[src/rtl/wcg_pkg.sv]
package wcg_pkg;
    typedef enum logic [1:0] {
        ST_GATHER,
        ST_BURST,
        ST_DRAIN,
        ST_PASS
    } wcg_state_e;

    localparam logic [2:0] ATTR_UNCACHED = 3'd2;
    localparam logic [2:0] ATTR_ACCEL    = 3'd7;
endpackage

[src/rtl/wcg_store_decode.sv]
// Finds the first byte offset and the offset just past the last byte of a store.
module wcg_store_decode #(
    parameter int LANES  = 8,
    parameter int LANE_W = 3,
    parameter int OFF_W  = 5
) (
    input  logic [LANES-1:0]        be,
    input  logic [OFF_W-LANE_W-1:0] dw_sel,
    output logic [OFF_W-1:0]        first_off,
    output logic [OFF_W:0]          end_off
);
    logic [LANE_W-1:0] lo_lane;
    logic [LANE_W-1:0] hi_lane;
    logic              seen;

    always_comb begin
        lo_lane = '0;
        hi_lane = '0;
        seen    = 1'b0;
        for (int i = 0; i < LANES; i++) begin
            if (be[i] && !seen) begin
                lo_lane = LANE_W'(i);
                seen    = 1'b1;
            end
            if (be[i]) begin
                hi_lane = LANE_W'(i);
            end
        end
    end

    assign first_off = {dw_sel, lo_lane};
    assign end_off   = {1'b0, dw_sel, hi_lane} + (OFF_W+1)'(1);
endmodule

[src/rtl/wcg_pick_lowest.sv]
// Priority encoder: index of the lowest set bit.
module wcg_pick_lowest #(
    parameter int N  = 32,
    parameter int IW = 5
) (
    input  logic [N-1:0]  vec,
    output logic [IW-1:0] idx
);
    always_comb begin
        idx = '0;
        for (int i = N - 1; i >= 0; i--) begin
            if (vec[i]) begin
                idx = IW'(i);
            end
        end
    end
endmodule

[src/rtl/wcg_line_buf.sv]
// Line-sized byte store with a per-byte filled mask.
module wcg_line_buf #(
    parameter int LINE_BYTES = 32,
    parameter int LANES      = 8,
    parameter int OFF_W      = 5,
    parameter int LANE_W     = 3
) (
    input  logic                      clk,
    input  logic                      rst_n,
    input  logic                      wr_en,
    input  logic [OFF_W-LANE_W-1:0]   wr_dw,
    input  logic [LANES-1:0]          wr_be,
    input  logic [8*LANES-1:0]        wr_data,
    input  logic                      clr_all,
    input  logic                      clr_byte,
    input  logic [OFF_W-1:0]          clr_idx,
    output logic [8*LINE_BYTES-1:0]   line_data,
    output logic [LINE_BYTES-1:0]     mask,
    output logic                      full_if_wr
);
    localparam int DWS_W = OFF_W - LANE_W;

    logic [LINE_BYTES-1:0] set_nx;

    for (genvar g = 0; g < LINE_BYTES; g++) begin : g_byte
        localparam int DW_IDX = g / LANES;
        localparam int LN     = g % LANES;

        logic       m_q;
        logic [7:0] d_q;
        logic       hit;

        assign hit = (wr_dw == DWS_W'(DW_IDX)) && wr_be[LN];

        always_ff @(posedge clk) begin
            if (!rst_n) begin
                m_q <= 1'b0;
            end else if (clr_all || (clr_byte && clr_idx == OFF_W'(g))) begin
                m_q <= 1'b0;
            end else if (wr_en && hit) begin
                m_q <= 1'b1;
            end
        end

        always_ff @(posedge clk) begin
            if (wr_en && hit) begin
                d_q <= wr_data[8*LN +: 8];
            end
        end

        assign mask[g]            = m_q;
        assign line_data[8*g +: 8] = d_q;
        assign set_nx[g]          = m_q | hit;
    end

    assign full_if_wr = &set_nx;
endmodule

[src/rtl/wc_store_gather.sv]
module wc_store_gather
    import wcg_pkg::*;
#(
    parameter int ADDR_W     = 40,
    parameter int DATA_W     = 64,
    parameter int LINE_BYTES = 32
) (
    input  logic                    clk,
    input  logic                    rst_n,
    input  logic                    st_valid,
    output logic                    st_ready,
    input  logic [ADDR_W-1:0]       st_addr,
    input  logic [DATA_W-1:0]       st_data,
    input  logic [DATA_W/8-1:0]     st_be,
    input  logic [2:0]              st_attr,
    output logic                    bw_valid,
    input  logic                    bw_ready,
    output logic [ADDR_W-1:0]       bw_addr,
    output logic [8*LINE_BYTES-1:0] bw_data,
    output logic                    sw_valid,
    input  logic                    sw_ready,
    output logic [ADDR_W-1:0]       sw_addr,
    output logic [7:0]              sw_data,
    output logic                    ux_valid,
    input  logic                    ux_ready,
    output logic [ADDR_W-1:0]       ux_addr,
    output logic [DATA_W-1:0]       ux_data,
    output logic [DATA_W/8-1:0]     ux_be
);
    localparam int LANES  = DATA_W / 8;
    localparam int LANE_W = $clog2(LANES);
    localparam int OFF_W  = $clog2(LINE_BYTES);
    localparam int LINE_W = ADDR_W - OFF_W;

    wcg_state_e st_q, st_nx;

    logic [LINE_W-1:0]       line_q;
    logic [OFF_W:0]          next_q;
    logic [ADDR_W-1:0]       ux_addr_q;
    logic [DATA_W-1:0]       ux_data_q;
    logic [LANES-1:0]        ux_be_q;

    logic [LINE_W-1:0]       st_line;
    logic [OFF_W-1:0]        first_off;
    logic [OFF_W:0]          end_off;
    logic [8*LINE_BYTES-1:0] line_data;
    logic [LINE_BYTES-1:0]   mask;
    logic [OFF_W-1:0]        pick_idx;
    logic                    full_if_wr;

    logic is_unc, is_accel, buf_empty, continues, brk, accept, last_byte;
    logic buf_wr, clr_all, clr_byte, cap_pass, cap_seq;

    assign st_line   = st_addr[ADDR_W-1:OFF_W];
    assign is_unc    = (st_attr == ATTR_UNCACHED);
    assign is_accel  = (st_attr == ATTR_ACCEL);
    assign buf_empty = ~|mask;
    assign continues = (st_line == line_q) && ({1'b0, first_off} == next_q);
    assign brk       = !buf_empty && (is_unc || (is_accel && !continues));
    assign accept    = st_valid && st_ready;
    assign last_byte = ($countones(mask) == 1);

    wcg_store_decode #(
        .LANES (LANES),
        .LANE_W(LANE_W),
        .OFF_W (OFF_W)
    ) dec_i (
        .be       (st_be),
        .dw_sel   (st_addr[OFF_W-1:LANE_W]),
        .first_off(first_off),
        .end_off  (end_off)
    );

    wcg_line_buf #(
        .LINE_BYTES(LINE_BYTES),
        .LANES     (LANES),
        .OFF_W     (OFF_W),
        .LANE_W    (LANE_W)
    ) buf_i (
        .clk       (clk),
        .rst_n     (rst_n),
        .wr_en     (buf_wr),
        .wr_dw     (st_addr[OFF_W-1:LANE_W]),
        .wr_be     (st_be),
        .wr_data   (st_data),
        .clr_all   (clr_all),
        .clr_byte  (clr_byte),
        .clr_idx   (pick_idx),
        .line_data (line_data),
        .mask      (mask),
        .full_if_wr(full_if_wr)
    );

    wcg_pick_lowest #(
        .N (LINE_BYTES),
        .IW(OFF_W)
    ) pick_i (
        .vec(mask),
        .idx(pick_idx)
    );

    // State register
    always_ff @(posedge clk) begin
        if (!rst_n) begin
            st_q <= ST_GATHER;
        end else begin
            st_q <= st_nx;
        end
    end

    // Transitions and buffer control
    always_comb begin
        st_nx    = st_q;
        buf_wr   = 1'b0;
        clr_all  = 1'b0;
        clr_byte = 1'b0;
        cap_pass = 1'b0;
        cap_seq  = 1'b0;
        unique case (st_q)
            ST_GATHER: begin
                if (accept && is_unc) begin
                    cap_pass = 1'b1;
                    st_nx    = ST_PASS;
                end else if (accept && is_accel) begin
                    buf_wr  = 1'b1;
                    cap_seq = 1'b1;
                    if (full_if_wr) begin
                        st_nx = ST_BURST;
                    end
                end else if (st_valid && brk) begin
                    st_nx = ST_DRAIN;
                end
            end
            ST_BURST: begin
                if (bw_ready) begin
                    clr_all = 1'b1;
                    st_nx   = ST_GATHER;
                end
            end
            ST_DRAIN: begin
                if (sw_ready) begin
                    clr_byte = 1'b1;
                    if (last_byte) begin
                        st_nx = ST_GATHER;
                    end
                end
            end
            ST_PASS: begin
                if (ux_ready) begin
                    st_nx = ST_GATHER;
                end
            end
            default: st_nx = ST_GATHER;
        endcase
    end

    // Sequence tracking and pass-through capture
    always_ff @(posedge clk) begin
        if (!rst_n) begin
            line_q <= '0;
            next_q <= '0;
        end else if (cap_seq) begin
            line_q <= st_line;
            next_q <= end_off;
        end
    end

    always_ff @(posedge clk) begin
        if (cap_pass) begin
            ux_addr_q <= st_addr;
            ux_data_q <= st_data;
            ux_be_q   <= st_be;
        end
    end

    // Outputs
    always_comb begin
        st_ready = (st_q == ST_GATHER) && !brk;
        bw_valid = (st_q == ST_BURST);
        sw_valid = (st_q == ST_DRAIN);
        ux_valid = (st_q == ST_PASS);
        bw_addr  = {line_q, {OFF_W{1'b0}}};
        bw_data  = line_data;
        sw_addr  = {line_q, pick_idx};
        sw_data  = line_data[{pick_idx, 3'b000} +: 8];
        ux_addr  = ux_addr_q;
        ux_data  = ux_data_q;
        ux_be    = ux_be_q;
    end
endmodule

[config.mk]
export PLATFORM = sky130hd
export DESIGN_NAME = wc_store_gather
export DESIGN_NICKNAME = d
export VERILOG_FILES = /design/src/rtl/wcg_pkg.sv /design/src/rtl/wcg_store_decode.sv /design/src/rtl/wcg_pick_lowest.sv /design/src/rtl/wcg_line_buf.sv /design/src/rtl/wc_store_gather.sv
export SDC_FILE = /design/constraint.sdc
export NUM_CORES = 1
export LEC_CHECK = 0
export BUFFER_PORTS_ARGS = -buffer_cell sky130_fd_sc_hd__buf_2
export CAP_MARGIN = 20
export CORE_AREA = 2 2 223 225
export DETAILED_ROUTE_END_ITERATION = 12
export DIE_AREA = 0 0 225 227
export PLACE_DENSITY = 0.66
export SYNTH_ARGS = -nofsm -noshare
export SYNTH_HDL_FRONTEND = slang
export SYNTH_HIERARCHICAL = 1
export SYNTH_SLANG_ARGS = --single-unit
[constraint.sdc]
create_clock -name clk -period 10.2 [get_ports clk]
set_clock_uncertainty 0.15 [all_clocks]
set_input_delay 0.51 -clock clk [delete_from_list [all_inputs] [get_ports clk]]
set_output_delay 0.51 -clock clk [all_outputs]
set_load 0.1 [all_outputs]
### Word-level counts from Yosys, hierarchy flattened

Cells that the tools add are included.

* register bits: 443
* word-level logic and storage cells: 446
* input port bits: 121

* reduce and logical (&&, ||, !) cells: 191
* eq/ne operators: 48
* muxes and demuxes: 71
* bitwise operators: 33
* shifts and indexed selects: 1
* add/sub/neg operators: 32

Operators by type and width (number)
* indexed part select 256 x 9 -> 8 bit: 1
* two-way mux 5 bit: 32
* logical AND 1 bit: 111
* equality test 5 bit, second input constant: 16
* OR reduction 2 bit: 32
* equality test 5 x 4 -> 1 bit, second input constant: 8
* equality test 35 bit: 1
* logical OR 1 bit: 33
* adder 1 x 1 -> 2 bit: 16
* OR 1 bit: 32
* AND reduction 32 bit: 1
* OR reduction 32 bit: 1
* adder 2 x 2 -> 3 bit: 8
* two-way mux 2 bit: 12
* two-way mux 3 bit: 8
* equality test 5 x 3 -> 1 bit, second input constant: 4
* two-way mux 1 bit: 18
* adder 3 x 3 -> 4 bit: 4
* adder 4 x 4 -> 5 bit: 2
* equality test 5 x 2 -> 1 bit, second input constant: 2
* zero test 1 bit: 9
* equality test 2 bit, second input constant: 4
* inequality test 2 x 1 -> 1 bit, second input constant: 4
* one-hot mux 2 bit (4 select lines): 1
* other kinds (14): 16

### Longest topological paths before layout

* depth after elaboration: 36
* mapped depth: 19
* depth with buffers taken out: 18

### Hierarchy

Netlist, hierarchy kept.

By module, submodules not included
* wcg_line_buf: cells each 507, area each 9824.4 um^2, seq. area each 8328.0 um^2, times used 1
* wc_store_gather: cells each 586, area each 8838.5 um^2, seq. area each 4224.1 um^2, times used 1
* wcg_pick_lowest: cells each 63, area each 365.4 um^2, seq. area each 0.0 um^2, times used 1
* wcg_store_decode: cells each 27, area each 188.9 um^2, seq. area each 0.0 um^2, times used 1

### Worst setup path after synthesis

Ideal clock, no wire load.

* path kind: register to register
* start point: register buf_i.g_byte[20].m_q
* end point: register ux_addr_q[0] (netlist: ux_addr[0]) (enable)
* period minus slack after synthesis: 10.377 ns
* arrival time: 9.484 ns
* path slack: -0.177 ns
* cell stages (with the launch flop): 6
* cell sequence: dfxtp_1 -> buf_4 -> or4_1 -> nor4_2 -> nand3_1 -> nor3b_1

* cells in the longest elaborated chain, start to end: 8

Ends and longest elaborated chain
* from (decl): RTL line wcg_line_buf.sv:29 `logic m_q;`
* from (signal assigned): RTL line wcg_line_buf.sv:37 `m_q <= 1'b0;`
* from (signal assigned): RTL line wcg_line_buf.sv:39 `m_q <= 1'b0;`
* from (signal assigned): RTL line wcg_line_buf.sv:41 `m_q <= 1'b1;`
* OR reduction 32 bit: RTL line wc_store_gather.sv:57 `assign buf_empty = ~|mask;`
* logical AND 1 bit: RTL line wc_store_gather.sv:59 `assign brk = !buf_empty && (is_unc || (is_accel && !continues));`
* zero test 1 bit: RTL line wc_store_gather.sv:178 `st_ready = (st_q == ST_GATHER) && !brk;`
* logical AND 1 bit: RTL line wc_store_gather.sv:178
* logical AND 1 bit: RTL line wc_store_gather.sv:60 `assign accept = st_valid && st_ready;`
* logical AND 1 bit: RTL line wc_store_gather.sv:121 `if (accept && is_unc) begin`
* two-way mux 1 bit: RTL line wc_store_gather.sv:121
* two-way mux 1 bit: RTL line wc_store_gather.sv:119 `unique case (st_q)`
* net cap_pass: RTL line wc_store_gather.sv:52 `logic buf_wr, clr_all, clr_byte, cap_pass, cap_seq;`
* to (signal assigned): RTL line wc_store_gather.sv:170 `ux_addr_q <= st_addr;`
* to (decl): RTL line wc_store_gather.sv:39 `logic [ADDR_W-1:0] ux_addr_q;`

The timed path passes the listed nets, and every way through them passes these cells.
A chain may end at the register's enable or synchronous reset.

### Worst setup path in the final report

* start point: register buf_i.g_byte[31].m_q
* end point: output port sw_data[3]

* cells in the longest elaborated chain, start to end: 33

Ends and longest elaborated chain
* from (decl): RTL line wcg_line_buf.sv:29
* from (signal assigned): RTL line wcg_line_buf.sv:37
* from (signal assigned): RTL line wcg_line_buf.sv:39
* from (signal assigned): RTL line wcg_line_buf.sv:41
* two-way mux 5 bit (32 in series): RTL line wcg_pick_lowest.sv:12 `if (vec[i]) begin`
* indexed part select 256 x 9 -> 8 bit: RTL line wc_store_gather.sv:185 `sw_data = line_data[{pick_idx, 3'b000} +: 8];`
* to (decl): RTL line wc_store_gather.sv:23 `output logic [7:0] sw_data,`

No other way between the ends.

==> results by group <==
Clock network
  • Clock sink total: around 440
  • Clock buffers created by TritonCTS: 47
  • Number of buffers on the longest clock path: 3
  • CTS tree: yes
  • Clock latency on the worst-skew pair: between 500 and 600 ps
  • Resize count post-CTS: 0
  • Post-CTS setup buffer count: 0
  • Deepest level of the CTS H-tree: 2
  • Clock slew seen by the registers of the worst setup and hold paths: about 60 ps
  • Cell chosen for the clock root: clkbuf_16

Worst setup path
  • End of the critical path: sw_data[3]
  • Highest net fanout along the worst path: 32
  • Worst Setup Path Type: reg -> out
  • Number of cells on the worst reg-to-reg path: 16
  • Worst path arrival time: about 5200 ps
  • Critical Path Source: buf_i/g_byte[31].m_q
  • Critical path data required time: about 9500 ps
  • Startpoint type of the worst setup path: register
  • Critical register-to-register path startpoint: buf_i/g_byte[9].m_q
  • Reg2reg end: st_q[1]
  • Register-to-register setup slack: 4720 ps
  • Critical path capture point type: primary output

GRT
  • Aggregate global routing overflow: 0
  • Wire length of the first global-routing pass: between 90000 and 100000 µm
  • Via count of the first global-routing pass: between 10000 and 15000
  • GRT Util Overall: between 20% and 30%
  • Largest net degree at the start of global routing: 88
  • Initial antenna violation count: 3

Routing
  • Number of nets still failing antenna checks after routing: 0
  • Vias: around 14000
  • Via density: approximately 5.7
  • TritonRoute pass-1 iters: 5
  • Detailed Route Iter0 Violations: 1346
  • Average wire per standard cell: about 30 µm
  • Post-route DRC violation count: 0
  • Wire length after detailed routing: slightly above 70000 µm

Placement
  • Post-placement cell area: about 22000 µm²
  • Final GP Congestion: 0.959
  • Port Buffers: ~580
  • Total half-perimeter wirelength after legalization and detailed placement: a little over 50000 µm

Die
  • # rows: a little over 80
  • Core area: between 40000 and 50000 µm²
  • Die boundary width: approximately 230 µm
  • Floorplan die height: around 230 µm
  • Number of ports placed on the die boundary: 581
  • Full die area: ~51000 µm²
  • Initial core utilization: between 30% and 40%

Timing
  • Count of final max-slew check failures: 0
  • RSZ-0062 raised after global routing: no
  • Worst max-slew margin expressed relative to the limit: roughly 22%
  • Fmax: ~0.17 GHz
  • Count of final hold-check violations: 0
  • Total of endpoints with negative setup slack in the final report: 0
  • Total Negative Setup Slacks: 0 ps
  • Share of the clock period used by the worst path after layout: a little under three fifths
  • Final hold slack: ~34 ps
  • Transition at the pin with the smallest max-transition slack: 1160 ps
  • Period minus WS final: between 5000 and 6000 ps

Logic synthesis
  • Post-synthesis instance total: 1183
  • Number of enable-type register cells in the synthesized netlist: approximately 370
  • Fraction of registers with async set or reset after synthesis: 0%
  • Most instantiated flip-flop cell in the synthesis netlist: edfxtp_1
  • Netlist Area Pre-Place: just under 20000 µm²
  • Part of the Yosys area used for sequential elements: 65.3%
  • Count of state elements after synthesis: around 440
  • Number of synthesis warnings: 6
  • Unique masters post-synth: just under 70
  • Mean post-synth cell area: roughly 16 µm²

Layout
  • Non-Filler Cell Area, Final: 24000 µm²
  • Layout overhead on the synthesized area: 24.7%
  • Post-layout nets: approximately 1900
  • Post-layout utilization of the core: about half
  • Layout cells sized above 1: between 40% and 50%

Min path
  • Launch point of the worst hold path: st_data[29]
  • Min-delay worst type: in -> reg

Outcome
  • Result of the run: complete, no violations

Power
  • Worst IR Drop VDD: between 0.1 and 0.15 mV
  • Power Dens Cells: 174 nW/µm²
  • Leakage power: between 9 and 10 nW

Flow run
  • Max-cap violations: 0
==> sequential cells by signal, indices dropped and copies added (netlist names) <==
name,flops
buf_i/g_byte.d_q,256
buf_i/g_byte.m_q,32
line_q,35
next_q,6
st_q,2
ux_addr,40
ux_be,8
ux_data,64
==> worst min-delay path by stage <==
| stage | endpoint | slack [ps] | depth (start not counted) |
|---|---|---|---|
| floorplan | next_q[5] | 320 | 1 |
| global placement | next_q[5] | 330 | 1 |
| detailed placement | next_q[5] | 340 | 1 |
| CTS | buf_i/g_byte[29].d_q[2] | 0.8 | 1 |
| global route | buf_i/g_byte[20].d_q[0] | 4 | 1 |
| finish | buf_i/g_byte[11].d_q[5] | 30 | 1 |
==> area by class of cell <==
type                    count  area (µm²)
inverters                  53         199
repair buffers            626        3360
flip-flops and latches    443       12600
clock buffers              62        1280
well taps                 622         778
diodes                      3        7.51
clock inverters            22         136
fillers                  4094       24600
multi-input cells         560        5650
==> cell families after synthesis <==
| family | synth area share [%] |
|---|---|
| buffers and inverters | 5.76 |
| AOI/OAI and AO/OA | 5.39 |
| and+or+nand+nor | 8.55 |
| xor gates and xnor gates | 1.96 |
| DFF | 65.3 |
| muxes | 9.92 |
| adders and majority gates | 3.09 |
| other | 0.0195 |
==> per-stage QoR <==
step / instances / setup slack [ps] / power (mW)
after floorplan: 1187 / 3800 / 2.45
after global placement: 2265 / 4760 / 2.61
after detailed placement: 2265 / 4770 / 2.61
after CTS: 2387 / 4360 / 4.20
after global routing: 2391 / 4100 / 4.29
final: 2391 / 4360 / 4.18
==> critical path: stages, from the launching register on <==
cell and delay (ps):
dfxtp_1 510, nor3b_2 220, nor3_1 70, o31ai_1 320, o2111ai_1 220, a221oi_4 270
buf_4 490, buf_4 630, mux4_2 670, mux4_2 500, mux2_2 330, buf_2 310
==> per-layer routing <==
| layer | part of all wire, % | routed length [µm] | global-route usage (%) | vias up |
|---|---|---|---|---|
| li1 | - | - | - | 5715 |
| met1 | 37 | 26300 | 33.6 | 6941 |
| met2 | 50 | 35800 | 45.8 | 831 |
| met3 | 8.8 | 6250 | 6.04 | 109 |
| met4 | 3.9 | 2760 | 10.4 | 0 |
| met5 | 0 | 0 | 0 | - |
==> where the power goes <==
group / leakage [nW] / switching [mW] / internal, mW / total (mW)
combinational: 4.85 / 0.446 / 0.150 / 0.596
clock: 0.683 / 0.705 / 0.888 / 1.59
sequential: 3.92 / 0.0126 / 1.98 / 1.99
total: 9.46 / 1.16 / 3.02 / 4.18
==> repair_timing <==
action,CTS,global route
endpoints found under the hold margin,60,2
hold buffers,38,1
setup endpoints to repair,0,0
==> synth_stat cells, drive strengths merged (8+ instances only) <==
master | count | area, µm²
a211oi | 22 | 170
a21oi | 11 | 55.1
a311oi | 12 | 105
a32o | 41 | 414
and2 | 10 | 62.6
and3 | 80 | 503
and4b | 8 | 80.1
buf | 107 | 813
clkbuf | 23 | 86.3
dfxtp | 75 | 1500
edfxtp | 368 | 11100
fa | 24 | 480
ha | 9 | 113
inv | 53 | 199
mux2 | 8 | 90.1
mux4 | 80 | 1810
nand2 | 16 | 60.1
nand4 | 10 | 62.6
nor2 | 47 | 186
nor3 | 17 | 85.1
nor4 | 31 | 206
o221a | 9 | 101
xor2 | 42 | 368
==> layout by cell type (no fill, tap or decap), types with 4 or more instances in the layout <==
master,instances
nor3_1,16
dlygate4sd3_1,39
and4b_1,8
inv_1,53
buf_4,12
nand2b_1,5
fa_1,24
conb_1,5
nor4_1,29
nand4b_1,7
nor2b_1,7
xor2_1,42
clkinv_1,8
or4_1,4
clkbuf_1,11
clkinvlp_4,4
and3_1,78
mux2_2,8
nor2_1,44
and2_1,9
edfxtp_1,368
o31ai_1,6
clkbuf_16,48
nor4bb_1,4
dfxtp_1,75
nor4b_1,5
ha_1,9
nand2_1,16
a311oi_1,11
a32o_1,38
nand3_1,5
buf_2,575
a211oi_1,21
and4_1,4
mux4_2,79
clkinv_2,5
o221a_2,9
a21oi_1,11
nand4_1,10
No activity file was read; power rests on OpenSTA's default activity.
